[config.mk]
export PLATFORM = sky130hd
export DESIGN_NAME = ternary_polarity_assigner
export DESIGN_NICKNAME = d
export VERILOG_FILES = /design/src/rtl/tpa_pkg.sv /design/src/rtl/tpa_ctrl.sv /design/src/rtl/tpa_datapath.sv /design/src/rtl/ternary_polarity_assigner.sv
export SDC_FILE = /design/constraint.sdc
export NUM_CORES = 1
export LEC_CHECK = 0
export ABC_AREA = 1
export BUFFER_PORTS_ARGS = -buffer_cell sky130_fd_sc_hd__clkbuf_2
export CAP_MARGIN = 20
export CORE_AREA = 2 2 39 41
export CTS_CLUSTER_SIZE = 16
export DETAILED_ROUTE_END_ITERATION = 8
export DIE_AREA = 0 0 41 43
export GPL_ROUTABILITY_DRIVEN = 0
export MAX_ROUTING_LAYER = met4
export PLACE_DENSITY_LB_ADDON = 0.3
export SLEW_MARGIN = 20
export SYNTH_ARGS = -nofsm -noshare
export SYNTH_HDL_FRONTEND = slang
export SYNTH_SLANG_ARGS = --single-unit
[constraint.sdc]
create_clock -name clk -period 0.8 [get_ports clk]
set_input_delay 0.12 -clock clk [delete_from_list [all_inputs] [get_ports clk]]
set_output_delay 0.12 -clock clk [all_outputs]
set_load 0.05 [all_outputs]
[src/rtl/tpa_pkg.sv]
`timescale 1ns/1ps
package tpa_pkg;
  localparam int CLS_W  = 2;
  localparam int CODE_W = 2;

  typedef enum logic [CLS_W-1:0] {
    CLS_SPACE = 2'b00,
    CLS_MARK  = 2'b01,
    CLS_BAL   = 2'b10,
    CLS_VIOL  = 2'b11
  } symClass_e;

  localparam logic [CODE_W-1:0] CODE_ZERO = 2'b00;
  localparam logic [CODE_W-1:0] CODE_POS  = 2'b01;
  localparam logic [CODE_W-1:0] CODE_NEG  = 2'b11;

  // Polarity state after reset: "last pulse negative" so the first
  // alternating pulse comes out positive.
  localparam logic RESET_LAST_NEG = 1'b1;

  typedef struct packed {
    logic load;     // a symbol is accepted this cycle
    logic zero;     // symbol carries no pulse
    logic flip;     // alternating pulse: toggle the shared state
    logic useLast;  // violation: repeat previous sign
  } tpaStrobe_t;
endpackage

[src/rtl/tpa_ctrl.sv]
`timescale 1ns/1ps
module tpa_ctrl
  import tpa_pkg::*;
(
  input  logic             symValid,
  input  logic [CLS_W-1:0] symClass,
  output tpaStrobe_t       strobe
);
  always_comb begin
    strobe = '0;
    if (symValid) begin
      strobe.load = 1'b1;
      unique case (symClass)
        CLS_SPACE: strobe.zero    = 1'b1;
        CLS_MARK,
        CLS_BAL:   strobe.flip    = 1'b1;
        CLS_VIOL:  strobe.useLast = 1'b1;
        default:   strobe.zero    = 1'b1;
      endcase
    end
  end
endmodule

[src/rtl/tpa_datapath.sv]
`timescale 1ns/1ps
module tpa_datapath
  import tpa_pkg::*;
(
  input  logic              clk,
  input  logic              rstN,
  input  tpaStrobe_t        strobe,
  output logic              lineValid,
  output logic [CODE_W-1:0] lineCode
);
  logic              lastNeg;
  logic              pulseNeg;
  logic [CODE_W-1:0] codeNext;

  always_comb begin
    pulseNeg = strobe.useLast ? lastNeg : ~lastNeg;
    if (strobe.load && !strobe.zero)
      codeNext = pulseNeg ? CODE_NEG : CODE_POS;
    else
      codeNext = CODE_ZERO;
  end

  always_ff @(posedge clk) begin
    if (!rstN) begin
      lastNeg   <= RESET_LAST_NEG;
      lineValid <= 1'b0;
      lineCode  <= CODE_ZERO;
    end else begin
      lineValid <= strobe.load;
      lineCode  <= codeNext;
      if (strobe.flip) lastNeg <= ~lastNeg;
    end
  end
endmodule

[src/rtl/ternary_polarity_assigner.sv]
`timescale 1ns/1ps
module ternary_polarity_assigner
  import tpa_pkg::*;
(
  input  logic       clk,
  input  logic       rstN,
  input  logic       symValid,
  input  logic [1:0] symClass,
  output logic       lineValid,
  output logic [1:0] lineCode
);
  tpaStrobe_t strobe;

  tpa_ctrl i_ctrl (
    .symValid (symValid),
    .symClass (symClass),
    .strobe   (strobe)
  );

  tpa_datapath i_dp (
    .clk       (clk),
    .rstN      (rstN),
    .strobe    (strobe),
    .lineValid (lineValid),
    .lineCode  (lineCode)
  );
endmodule

==> impl_results.md <==
* Worst path required time at 680 ps
* Total die area at 1760 µm²
* Post-CTS setup buffer count at 0
* Die H at 43 µm
* Die Wd at 41 µm
* Mapped cell area at 174 µm²
* H-tree lvl count at 1
* Power Dens Cells at 1960 nW/µm²
* YS warnings at 0
* Fin crit share at 101%
* Leak Pwr at 0.000156 µW
* Vias per cell at 3.25
* Fin. Hold Viols at 0
* Placeable Area at 1380 µm²
* Row count at 14
* Synthesis-stage register bit count at 4
* Worst IR Drop VDD at 388 µV
* Worst Path Arrival at 690 ps
* Crit-path max FO at 1
* Synth Net Count at 29
* Root buffer cell: clkbuf_4
* 1st-iter DRT viols at 1
* Fin crit period at 809 ps
* Count of different cell masters after synthesis at 8
* # port buffers at 7
* Startpoint Class: flop
* CP top delay family: flip-flops
* Area growth syn-to-layout at 64.0%
* Number of inserted diodes at 0
* Share of cells above drive strength 1 at 46.9%
* Status: finished, violations left
* Max-slew headroom at 92.6%
* Fmax at 1.24 GHz
* CTS Sinks at 4
* Largest net degree at the start of global routing at 6
* Cell chain of the critical path: buf_8
* Worst-Skew Late Latency at 230 ps
* Max Cap Viol at 0
* Kind of critical path: flop to output pin
* Pre-antenna DRT Iters at 2
* WHS at 88.7 ps
* GRT Resource Usage Total at 4.32%
* Nets at 41
* HP Class: input port to flop
* RSZ-0062 raised after global routing: true
* Worst-path clk slew at 40 ps
* HPWL Detailed at 251 µm
* Initial antenna violation count at 0
* Slowest-stage cell, CP: dfxtp_2
* TNS Setup at -18.9 ps
* Final Max Slew Viols at 0
* Final Setup Violations at 3
* Detail Route Antenna Nets at 0
* Placed Instances at 45
* Max incr delay on CP at 320 ps
* Tightest Pin Transition at 111 ps
* First-pass GRT wire length at 427 µm
* Register area share after synthesis at 46.0%
* Buf+Inv Stages, Crit Path at 1
* Synthesized instance count at 22
* Failing checks: negative setup slack
* Power Total at 560 µW
* Vias post-DR at 156
* Clk_skew at 0.0163 ps
* TritonCTS Buffers at 3
* Drc violations at 0
* Wire per inst at 6.02 µm
* Avg Inst Size Synth at 7.91 µm²
* Vias in the first global route at 138
* Final Util at 20.6%
* WL final at 289 µm
* Deepest clock path buffer count at 2
* Final std cells w/o fill at 48
* Starting Density at 12.6%
* CTS tree: done
* Total gr overflow at 0
* Top Ports at 8
* Setup ws final at -9.13 ps
* Worst Setup End Kind: output pin
-- worst paths after layout --
| path | end | from | cells after the start | slack, ps |
|---|---|---|---|---|
| max | lineCode[1] | i_dp.lineCode[1] | 1 | -9 |
| min | i_dp.lastNeg | rstN | 2 | 90 |
| max reg2reg | i_dp.lineCode[1] | i_dp.lastNeg | 4 | 140 |
| min reg2reg | i_dp.lastNeg | i_dp.lastNeg | 2 | 510 |
-- stage by stage --
step,instance area [µm²],setup slack [ps]
2_1_floorplan,174,92.7
3_3_place_gp,229,-24.8
3_5_place_dp,229,-43.9
4_1_cts,282,-41.3
5_1_grt,285,-28.4
6_report,285,-9.13
-- flip-flops by register name, summed over array words and instances (netlist names) --
name and count:
i_dp.lineValid 1, i_dp.lineCode 2, i_dp.lastNeg 1
-- timing repair --
item / CTS / global route
setup endpoints to repair: 3 / 3
hold buffers: 0 / 0
hold endpoints to repair: 0 / 0
resized for setup: 9 / 3
-- logic make-up after synthesis --
logic type               synth area share (%)
AND/OR/NAND/NOR                          28.8
adder cells (fa/ha/maj)                  14.4
flip-flops                               46.0
buffers and inverters                    10.8
-- power by group --
group          internal (µW)  total [µW]  switching, µW
clock network            167         242           74.9
registers                214         222           8.05
logic                   41.1        95.5           54.4
-- cell type report --
type                    count  area (µm²)
inverters                   5        18.8
multi-input cells          13        75.1
clock buffers               3        22.5
fillers                   155        1100
repair buffers              7        65.1
well taps                  16        20.0
flip-flops and latches      4        83.8
-- routing by layer --
metal / part of all wire (%) / global-route usage [%] / vias to the layer above
met5: 0 / - / -
met2: 42 / 3.75 / 7
met4: 0 / 10.0 / 0
li1: - / - / 87
met3: 9.3 / 0 / 0
met1: 49 / 4.82 / 62
-- synth_stat cells --
master / number / share of area [%]
dfxtp_1: 4 / 46
ha_1: 2 / 14
inv_1: 5 / 11
nand2_1: 5 / 11
nand2_2: 1 / 3.6
nand3_1: 3 / 8.6
nor2_1: 1 / 2.2
nor2_2: 1 / 3.6
-- placed cells by master (no fill, tap or decap), drive strengths merged --
master and n:
buf 3, clkbuf 7, dfxtp 4, ha 2, inv 5, nand2 6
nand3 3, nor2 2
(Power assumes the default switching activity.)
